File: src/rtl/bayer_rx_pkg.sv
// Shared types for the Bayer pixel receiver.
// Assumes a fixed 12-bit sample width from the sensor.
package bayer_rx_pkg;
    localparam int PIX_W = 12;

    typedef enum logic [1:0] {
        CH_GR = 2'b00,
        CH_R  = 2'b01,
        CH_B  = 2'b10,
        CH_GB = 2'b11
    } chan_t;

    typedef struct packed {
        logic [PIX_W-1:0] data;
        chan_t            chan;
        logic             sof;
        logic             eol;
    } pix_t;
endpackage

File: src/rtl/bayer_rx_capture.sv
// Input capture: registers the sensor bus on the falling clock edge,
// which is where the sensor guarantees setup and hold.
// Assumes the downstream logic runs on the rising edge of the same clock.
module bayer_rx_capture
    import bayer_rx_pkg::*;
(
    input  logic             clk,
    input  logic             rst_n,
    input  logic             fv_in,
    input  logic             lv_in,
    input  logic [PIX_W-1:0] data_in,
    output logic             fv_s,
    output logic             lv_s,
    output logic [PIX_W-1:0] data_s
);
    // Falling-edge sample of qualifiers and data.
    always_ff @(negedge clk) begin
        if (!rst_n) begin
            fv_s   <= 1'b0;
            lv_s   <= 1'b0;
            data_s <= '0;
        end else begin
            fv_s   <= fv_in;
            lv_s   <= lv_in;
            data_s <= data_in;
        end
    end
endmodule

File: src/rtl/bayer_rx_position.sv
// Position tracker: counts rows and columns, tags Bayer channel, holds one
// pixel back so the end-of-line flag can be set when the line qualifier
// falls, and checks frame geometry at each frame end.
// Assumes samples are stable from the preceding falling edge.
module bayer_rx_position
    import bayer_rx_pkg::*;
#(
    parameter int COL_W = 12,
    parameter int ROW_W = 11
) (
    input  logic             clk,
    input  logic             rst_n,
    input  logic             fv_s,
    input  logic             lv_s,
    input  logic [PIX_W-1:0] data_s,
    input  logic [COL_W-1:0] cfg_width,
    input  logic [ROW_W-1:0] cfg_height,
    output logic             push,
    output pix_t             push_pix,
    output logic [ROW_W-1:0] line_count,
    output logic [COL_W-1:0] line_pixels,
    output logic             frame_done,
    output logic             size_err
);
    logic             fv_p, act_p, sof_pend, err_acc, pend_v;
    logic [ROW_W-1:0] row;
    logic [COL_W-1:0] col;
    pix_t             pend;

    logic             take, fv_rise, fv_fall, line_end, err_next;
    logic [ROW_W-1:0] row_eff, row_next;
    logic [COL_W-1:0] col_eff;

    // Edge detection, effective position and hand-off of the held pixel.
    always_comb begin
        take     = fv_s & lv_s;
        fv_rise  = fv_s & ~fv_p;
        fv_fall  = ~fv_s & fv_p;
        line_end = act_p & ~take;
        row_eff  = fv_rise ? '0 : row;
        col_eff  = fv_rise ? '0 : col;
        row_next = line_end ? row + 1'b1 : row;
        err_next = err_acc | (line_end & (col != cfg_width));
        push     = pend_v & (take | line_end);
        push_pix = pend;
        push_pix.eol = line_end;
    end

    // Counters, pixel hold stage and end-of-frame reporting.
    always_ff @(posedge clk) begin
        if (!rst_n) begin
            fv_p        <= 1'b0;
            act_p       <= 1'b0;
            sof_pend    <= 1'b0;
            err_acc     <= 1'b0;
            pend_v      <= 1'b0;
            pend        <= '0;
            row         <= '0;
            col         <= '0;
            line_count  <= '0;
            line_pixels <= '0;
            frame_done  <= 1'b0;
            size_err    <= 1'b0;
        end else begin
            fv_p       <= fv_s;
            act_p      <= take;
            frame_done <= fv_fall;
            if (fv_rise) begin
                row      <= '0;
                col      <= '0;
                err_acc  <= 1'b0;
                sof_pend <= 1'b1;
            end
            if (take) begin
                col       <= col_eff + 1'b1;
                pend.data <= data_s;
                pend.chan <= chan_t'({row_eff[0], col_eff[0]});
                pend.sof  <= sof_pend | fv_rise;
                pend.eol  <= 1'b0;
                pend_v    <= 1'b1;
                sof_pend  <= 1'b0;
            end else if (line_end) begin
                pend_v      <= 1'b0;
                row         <= row_next;
                col         <= '0;
                line_pixels <= col;
                err_acc     <= err_next;
            end
            if (fv_fall) begin
                line_count <= row_next;
                size_err   <= err_next | (row_next != cfg_height);
            end
        end
    end
endmodule

File: src/rtl/bayer_rx_fifo.sv
// Output buffer: a small circular FIFO for tagged pixels with a sticky
// overflow flag. Assumes a push into a full buffer is dropped unless a
// pop frees a slot in the same cycle.
module bayer_rx_fifo
    import bayer_rx_pkg::*;
#(
    parameter int DEPTH = 4
) (
    input  logic clk,
    input  logic rst_n,
    input  logic push,
    input  pix_t din,
    input  logic pop,
    output pix_t dout,
    output logic empty,
    output logic overflow
);
    localparam int AW = (DEPTH > 1) ? $clog2(DEPTH) : 1;
    localparam int CW = $clog2(DEPTH + 1);
    localparam logic [CW-1:0] FULL_CNT = CW'(DEPTH);
    localparam logic [AW-1:0] LAST_IDX = AW'(DEPTH - 1);

    pix_t          mem [DEPTH];
    logic [AW-1:0] wr_ptr, rd_ptr;
    logic [CW-1:0] cnt;
    logic          full, do_push, do_pop;

    // Occupancy decode and accepted operations.
    always_comb begin
        full    = (cnt == FULL_CNT);
        empty   = (cnt == '0);
        do_pop  = pop & ~empty;
        do_push = push & (~full | do_pop);
        dout    = mem[rd_ptr];
    end

    // Storage write.
    always_ff @(posedge clk) begin
        if (do_push) mem[wr_ptr] <= din;
    end

    // Pointer, count and overflow bookkeeping.
    always_ff @(posedge clk) begin
        if (!rst_n) begin
            wr_ptr   <= '0;
            rd_ptr   <= '0;
            cnt      <= '0;
            overflow <= 1'b0;
        end else begin
            if (do_push) wr_ptr <= (wr_ptr == LAST_IDX) ? '0 : wr_ptr + 1'b1;
            if (do_pop)  rd_ptr <= (rd_ptr == LAST_IDX) ? '0 : rd_ptr + 1'b1;
            cnt <= cnt + CW'(do_push) - CW'(do_pop);
            if (push & ~do_push) overflow <= 1'b1;
        end
    end
endmodule

File: src/rtl/bayer_rx.sv
// Top of the Bayer pixel receiver: falling-edge capture, position and
// channel tagging, geometry check, buffered valid/ready output.
// Assumes clk is the sensor pixel clock and reset is synchronous.
module bayer_rx
    import bayer_rx_pkg::*;
#(
    parameter int COL_W      = 12,
    parameter int ROW_W      = 11,
    parameter int FIFO_DEPTH = 4
) (
    input  logic             clk,
    input  logic             rst_n,
    input  logic             sen_fv,
    input  logic             sen_lv,
    input  logic [11:0]      sen_data,
    input  logic [COL_W-1:0] cfg_width,
    input  logic [ROW_W-1:0] cfg_height,
    output logic             out_valid,
    input  logic             out_ready,
    output logic [11:0]      out_data,
    output logic [1:0]       out_chan,
    output logic             out_sof,
    output logic             out_eol,
    output logic [ROW_W-1:0] line_count,
    output logic [COL_W-1:0] line_pixels,
    output logic             frame_done,
    output logic             size_err,
    output logic             overflow
);
    logic             fv_s, lv_s, push, empty;
    logic [PIX_W-1:0] data_s;
    pix_t             push_pix, head;

    bayer_rx_capture u_cap (
        .clk(clk), .rst_n(rst_n),
        .fv_in(sen_fv), .lv_in(sen_lv), .data_in(sen_data),
        .fv_s(fv_s), .lv_s(lv_s), .data_s(data_s)
    );

    bayer_rx_position #(.COL_W(COL_W), .ROW_W(ROW_W)) u_pos (
        .clk(clk), .rst_n(rst_n),
        .fv_s(fv_s), .lv_s(lv_s), .data_s(data_s),
        .cfg_width(cfg_width), .cfg_height(cfg_height),
        .push(push), .push_pix(push_pix),
        .line_count(line_count), .line_pixels(line_pixels),
        .frame_done(frame_done), .size_err(size_err)
    );

    bayer_rx_fifo #(.DEPTH(FIFO_DEPTH)) u_fifo (
        .clk(clk), .rst_n(rst_n),
        .push(push), .din(push_pix),
        .pop(out_ready), .dout(head),
        .empty(empty), .overflow(overflow)
    );

    // Output stream fields from the buffer head.
    always_comb begin
        out_valid = ~empty;
        out_data  = head.data;
        out_chan  = head.chan;
        out_sof   = head.sof;
        out_eol   = head.eol;
    end
endmodule

File: config.mk
export PLATFORM = sky130hd
export DESIGN_NAME = bayer_rx
export DESIGN_NICKNAME = d
export VERILOG_FILES = /design/src/rtl/bayer_rx_pkg.sv /design/src/rtl/bayer_rx_capture.sv /design/src/rtl/bayer_rx_position.sv /design/src/rtl/bayer_rx_fifo.sv /design/src/rtl/bayer_rx.sv
export SDC_FILE = /design/constraint.sdc
export NUM_CORES = 1
export LEC_CHECK = 0
export BUFFER_PORTS_ARGS = -buffer_cell sky130_fd_sc_hd__buf_2
export CELL_PAD_IN_SITES_DETAIL_PLACEMENT = 1
export CELL_PAD_IN_SITES_GLOBAL_PLACEMENT = 1
export CORE_MARGIN = 2
export CORE_UTILIZATION = 40
export CTS_CLUSTER_SIZE = 28
export DETAILED_ROUTE_END_ITERATION = 8
export PLACE_DENSITY_LB_ADDON = 0.1
export SYNTH_ARGS = -nofsm -noshare
export SYNTH_HDL_FRONTEND = slang
export SYNTH_SLANG_ARGS = --single-unit
File: constraint.sdc
create_clock -name clk -period 3.1 [get_ports clk]
set_input_delay 0.465 -clock clk [delete_from_list [all_inputs] [get_ports clk]]
set_output_delay 0.465 -clock clk [all_outputs]
set_load 0.01 [all_outputs]
==> results by group, run 1 <==
Clock tree
  • CTS H-tree lvls: 4
  • CTS Sinks: between 150 and 200
  • Deepest clock path buffer count: 2
  • TritonCTS buffer count: 17
  • Hold-fix buffers, CTS: 0
  • CTS root buffer: clkbuf_16
  • Clock Pin Slew Worst Setup and Hold Paths: 60 ps
  • CTS tree: yes
  • Clock latency at the later pin of the worst-skew pair: 460 ps

Die
  • FP Rows: 46
  • Ports: 83
  • CORE AREA: roughly 0.016 sq mm
  • Die X: between 100 and 150 um
  • Die area: ~0.017 sq mm
  • Vert. Die Dim: approximately 130 um
  • Initial Utilization: about 40%

Timing
  • Final Hold Violating Endpoints: 0
  • RSZ-0062 raised after global routing: yes
  • Setup-failing EPs final: 69
  • Worst-margin pin slew: 878 ps
  • Final Max Slew Viols: 0
  • Worst Slack Setup Final: -285 ps
  • Worst slew margin: 41.4%
  • Final setup skew: around 40 ps

Route
  • DRC viols: 0
  • Vias: 4,781
  • Pre-antenna DRT Iters: 4
  • Routed Antenna Nets: 0
  • DRC marker count from the first detailed-route iteration: between 100 and 150
  • Via-to-Cell Ratio: 5.05
  • WL/cell: approximately 18 um
  • Detailed Route WL: about 17,000 um

Global route
  • GRT overflow: 0
  • Initial antenna violation count: 0
  • GRT Total Usage: between 20% and 30%
  • First-pass GRT wire length: between 20,000 and 30,000 um
  • Number of global-route vias before repair: 5,078
  • Largest net degree at the start of global routing: 46

Placement
  • Dpl cells: between 800 and 900
  • # port buffers: approximately 80
  • Post-DP Area: approximately 0.0075 sq mm
  • Final HPWL DP: about 11,000 um
  • RD Place Congestion: 0.838

Synthesis
  • Cells after Synth: 582
  • Cell Area, Synth: around 0.0065 sq mm
  • Synth area leaders: edfxtp_1 (30%), dfxtp_1 (28%), mux4_2 (5.6%)
  • Post-synth EDFFs: 64
  • Share of the synthesized area in the top cell type: just under 30%
  • Synth warnings: 0
  • Syn_nets: 632
  • Top cells by count, synth: dfxtp_1 (92), nand2_1 (77), edfxtp_1 (64), a21oi_1 (55), nor2_1 (54)
  • Netlist cell types: 61
  • FFs w/ async S/R, synth: 0%
  • Mapped Avg Cell Area: around 11 sq um
  • Top_reg_cell synth: dfxtp_1
  • Yosys reg bits: between 150 and 200
  • Sequential-to-total area share from yosys stat: a little under 60%
  • Top cell type by total area after synthesis: edfxtp_1
  • Most frequent cell after synthesis: dfxtp_1

Worst hold path
  • Hold Path Class: input pin to register
  • Hold depth: 4
  • Hold Path Origin: out_ready

Critical path
  • Worst-path fanout max: 3
  • Critical Path AT: between 3000 and 4000 ps
  • RR Startpoint: u_cap.fv_s$_SDFF_NN0_
  • Crit end category: register
  • Critical R2R Capture: u_fifo.cnt[2]$_SDFF_PN0_
  • CP startpoint kind: register
  • FF-to-FF setup slack: -280 ps
  • Register-to-Register Path Depth: 9
  • CP Class: register to register
  • Crit path required time: between 3000 and 4000 ps

Power and ir drop
  • Pwr Total: about 5.0 mW
  • Peak supply drop: 0.396 mV
  • Leakage: ~3.3 nW
  • P per Cell Area: 581 mW/mm^2

Run
  • Max cap viols: 0

Status
  • Failing checks: negative setup slack
  • Status: finished with violations

Final layout
  • Layout cells sized above 1: about 34%
  • Area Overhead vs Synth: 32.5%
  • Core Util, Final: 54.1%
  • Non-filler instance count after layout: roughly 950
  • Final instance area: approximately 0.0086 sq mm
  • Ant. Diodes: 0
  • # nets final: about 770
[sequential cells by signal (all words and copies together) (netlist names), named ones only]
signal / count
u_cap.data_s: 12
u_cap.fv_s: 1
u_cap.lv_s: 1
u_fifo.cnt: 3
u_fifo.mem: 64
u_fifo.overflow: 1
u_fifo.rd_ptr: 2
u_fifo.wr_ptr: 2
u_pos.act_p: 1
u_pos.col: 12
u_pos.err_acc: 1
u_pos.frame_done: 1
u_pos.fv_p: 1
u_pos.line_count: 11
u_pos.line_pixels: 12
u_pos.pend_v: 1
u_pos.push_pix: 15
u_pos.row: 11
u_pos.size_err: 1
u_pos.sof_pend: 1
[layout by cell type, fill, tap and decap left out, types with 3 or more instances in the layout]
cell type | Yosys | routed
xor2_1 | 15 | 12
and2_1 | 25 | 18
ha_1 | 9 | 7
buf_12 | 0 | 10
edfxtp_1 | 64 | 64
buf_2 | 4 | 82
a211oi_1 | 8 | 6
clkinv_4 | 0 | 3
nand3_4 | 0 | 3
a31oi_1 | 3 | 3
nor2_2 | 0 | 4
nand3_1 | 17 | 12
nand2b_1 | 6 | 5
and2_4 | 0 | 7
xnor2_1 | 17 | 16
clkbuf_16 | 0 | 18
buf_4 | 3 | 31
nand3_2 | 1 | 3
inv_1 | 12 | 24
inv_6 | 0 | 3
mux2_2 | 3 | 3
inv_2 | 1 | 3
mux4_2 | 16 | 16
o21ai_0 | 16 | 14
a21oi_2 | 0 | 5
nand2_1 | 77 | 73
nand4_1 | 5 | 5
dfxtp_1 | 92 | 90
buf_16 | 0 | 4
nor2_1 | 54 | 48
a21oi_1 | 55 | 48
nor2_4 | 2 | 4
buf_6 | 1 | 9
nor3_1 | 8 | 7
[worst max-delay path by stage]
stage                                     start                        to  slack (ps)  cells past startpoint
after floorplan           u_cap.fv_s$_SDFF_NN0_  u_fifo.cnt[2]$_SDFF_PN0_        -470                     10
after global placement    u_cap.lv_s$_SDFF_NN0_  u_fifo.cnt[2]$_SDFF_PN0_        -260                      9
after detailed placement  u_cap.lv_s$_SDFF_NN0_  u_fifo.cnt[2]$_SDFF_PN0_        -330                      9
after CTS                 u_cap.fv_s$_SDFF_NN0_  u_fifo.cnt[2]$_SDFF_PN0_        -270                      9
after global routing      u_cap.fv_s$_SDFF_NN0_  u_fifo.cnt[2]$_SDFF_PN0_        -380                      9
final                     u_cap.fv_s$_SDFF_NN0_  u_fifo.cnt[2]$_SDFF_PN0_        -280                      9
[where the power goes]
group          internal [mW]  switching [mW]
sequential              2.18          0.0549
clock                   1.29           0.892
combinational          0.287           0.294
total                   3.75            1.24
[worst max-delay path, stage by stage (launching register included)]
cell and delay, ps:
dfxtp_4 340, and2_4 150, nor2_4 40, nor3b_4 200
ha_2 210, inv_2 40, fa_2 360, xor2_2 160
xnor2_1 140, nor2_1 50
[cell families (layout without fill, tap and decap cells)]
kind of cell	count (synthesis)	in the layout	synth area share, %
buffers and inverters	46	195	3.22
adders and majority gates	10	10	2.05
xor gates and xnor gates	32	32	4.33
AOI/OAI and AO/OA	100	100	9.15
and+or+nand+nor	216	216	16.4
DFF	156	156	58.1
muxes	22	22	6.74
[stage by stage]
stage / setup TNS [ps] / worst slack (ps) / hold WS [ps]
floorplan: -7570 / -465 / 454
global placement: -1740 / -262 / 443
detailed placement: -5630 / -326 / 451
CTS: -6200 / -267 / 433
global route: -7110 / -379 / 470
finish: -3270 / -285 / 448
[final cells by class]
type / count / area, sq um
inverters: 12 / 45.0
clock inverters: 26 / 186
well taps: 216 / 270
fillers: 1691 / 7300
clock buffers: 20 / 468
multi-input cells: 380 / 2780
flip-flops and latches: 156 / 3770
repair buffers: 137 / 1070
[routing by layer]
layer  vias to the layer above  routed length (um)  global-route usage [%]
met5                         -                   0                       0
met4                         0                 202                    6.28
met3                        25                 469                    4.09
met2                        86                9280                    38.4
met1                      2343                7100                    24.3
li1                       2327                   -                       -
[timing repair]
action	CTS	global route
gates resized for setup	38	26
hold endpoints to repair	0	0
pin swaps	20	10
setup endpoints to repair	85	86
buffers inserted	10	6
cloned	4	0
No activity file was read; power rests on OpenSTA's default activity.
==> run 2, diff against run 1 <==
- RECOVER_POWER: default -> 50
==> run 2 against run 1 <==
Against the previous run: the flow still finishes with violations (negative setup slack); clock skew grew 0.79 ps; cell count is the same; flip-flop and latch count unchanged; core utilization is 0.20 points lower; die area is the same; cell area shrank 0.36%; routed wire length increased by 0.15%; sequential power about the same; sequential share of layout area increased by 0.16 points; critical path depth stayed put; count of clock-buffer cells in the layout is the same; first-iteration DRC count up 2.1%; critical endpoint unchanged.
==> results by group, run 2 (same netlist as run 1, synthesis figures left out) <==
Placement
  • Dpl cells: around 890
  • # port buffers: 82
  • Post-DP Area: approximately 0.0075 sq mm
  • Setup WS pre-CTS: -326 ps
  • Final HPWL DP: approximately 11,000 um
  • RD Place Congestion: ~0.84

Clock tree
  • CTS Sinks: around 160
  • CTS tree: yes
  • TritonCTS buffer count: 17
  • Deepest clock path buffer count: 2
  • CTS H-tree lvls: 4
  • Clock latency at the later pin of the worst-skew pair: approximately 460 ps
  • Clock Pin Slew Worst Setup and Hold Paths: 60 ps
  • CTS root buffer: clkbuf_16
  • Hold-fix buffers, CTS: 0

Timing
  • RSZ-0062 raised after global routing: yes
  • Worst Slack Setup Final: -286 ps
  • Worst-margin pin slew: 875 ps
  • Final Max Slew Viols: 0
  • Final Hold Violating Endpoints: 0
  • Final setup skew: ~40 ps
  • Hold Slack: about 450 ps
  • Setup TNS: -3210 ps
  • Setup-failing EPs final: 69
  • Worst slew margin: just over 40%

Status
  • Status: finished with violations
  • Failing checks: negative setup slack

Route
  • Via-to-Cell Ratio: 5.06
  • Routed Antenna Nets: 0
  • WL/cell: approximately 18 um
  • Pre-antenna DRT Iters: 4
  • DRC viols: 0
  • DRC marker count from the first detailed-route iteration: 149
  • Detailed Route WL: roughly 17,000 um
  • Vias: 4,788

Critical path
  • FF-to-FF setup slack: -290 ps
  • CP Class: register to register
  • CP startpoint kind: register
  • Crit end category: register
  • Register-to-Register Path Depth: 9
  • Worst-path fanout max: 3
  • Critical path startpoint: u_cap.fv_s$_SDFF_NN0_
  • RR Startpoint: u_cap.fv_s$_SDFF_NN0_
  • Worst Setup EP: u_fifo.cnt[2]$_SDFF_PN0_
  • Critical Path AT: between 3000 and 4000 ps
  • Critical R2R Capture: u_fifo.cnt[2]$_SDFF_PN0_
  • Crit path required time: 3400 ps

Final layout
  • # nets final: around 770
  • Commonest non-fill, non-tap cells in the layout: dfxtp_1 (90), nand2_1 (73), edfxtp_1 (64)
  • Non-filler instance count after layout: roughly 950
  • Max FFs per register: 64
  • Ant. Diodes: 0
  • Layout cells sized above 1: 30.5%
  • Final instance area: approximately 0.0086 sq mm
  • FF+latch area: about 0.0038 sq mm
  • Most common cell after layout, fill and taps aside: dfxtp_1
  • Filler Cell Count: around 1,700
  • Most flop-heavy register: u_fifo.mem
  • Core Util, Final: between 50% and 60%
  • Multi-input gate area: roughly 0.0028 sq mm
  • Area Overhead vs Synth: 32.1%

Power and ir drop
  • Pwr Total: between 4 and 5 mW
  • P per Cell Area: about 600 mW/mm^2
  • Leakage: approximately 3.2 nW
  • Peak supply drop: just under 0.4 mV

Die
  • Die area: between 0.015 and 0.02 sq mm
  • CORE AREA: 0.0159 sq mm
  • FP Rows: 46
  • Ports: between 80 and 90
  • Initial Utilization: just over 40%
  • Vert. Die Dim: ~130 um
  • Die X: approximately 130 um

Global route
  • Initial antenna violation count: 0
  • GRT overflow: 0
  • Largest net degree at the start of global routing: 46
  • First-pass GRT wire length: between 20,000 and 30,000 um
  • GRT Total Usage: between 20% and 30%
  • Number of global-route vias before repair: 5,078

Worst hold path
  • Hold Path Class: input pin to register

Run
  • Max cap viols: 0
## run 2: cell types whose count changed in the layout (fill, tap and decap cells not counted), sizes merged
| cell | delta |
|---|---|
| buf | -25 |
| clkbuf | +25 |
## run 2: routing by layer
layer / global-route usage, % / vias up / part of all wire [%]
met5: 0 / - / 0
met4: 6.28 / 0 / 1.1
met3: 4.09 / 24 / 2.6
met2: 38.4 / 80 / 55
met1: 24.3 / 2355 / 42
li1: - / 2329 / -
## run 2: area by class of cell
class                           count  area share (%)
Tap cell                          216            3.16
Clock buffer                       20            5.47
Sequential cell                   156            44.0
Timing Repair Buffer              137            12.1
Inverter                           12           0.526
Clock inverter                     26            2.18
Multi-Input combinational cell    380            32.5
## run 2: worst min-delay path by stage
stage,endpoint,start,cells after the start,slack [ps]
CTS,u_fifo.rd_ptr[1]$_SDFFE_PN0P_,out_ready,4,430
finish,register,out_ready,4,450
global placement,u_pos.line_pixels[7]$_SDFFE_PN0P_,u_pos.line_pixels[7]$_SDFFE_PN0P_,2,440
floorplan,register,u_fifo.rd_ptr[1]$_SDFFE_PN0P_,2,450
global route,u_fifo.rd_ptr[1]$_SDFFE_PN0P_,out_ready,4,470
detailed placement,u_pos.line_pixels[5]$_SDFFE_PN0P_,u_pos.line_pixels[5]$_SDFFE_PN0P_,2,450
## run 2: critical path, stage by stage, from the launching register on
cell and delay [ps]:
dfxtp_4 340, and2_4 150, nor2_4 40, nor3b_4 200
ha_2 210, inv_2 40, fa_2 360, xor2_2 160
xnor2_1 140, nor2_1 50
## run 2: what timing repair did
action	CTS	global route
setup endpoints to repair	85	86
gates cloned	4	0
resized for setup	38	26
buffers inserted	10	6
pin swaps	20	10
## run 2: where the power goes
part           switching (mW)  internal, mW  leakage (nW)
sequential             0.0549          2.18          1.34
clock                   0.891          1.29         0.373
combinational           0.295         0.285          1.46
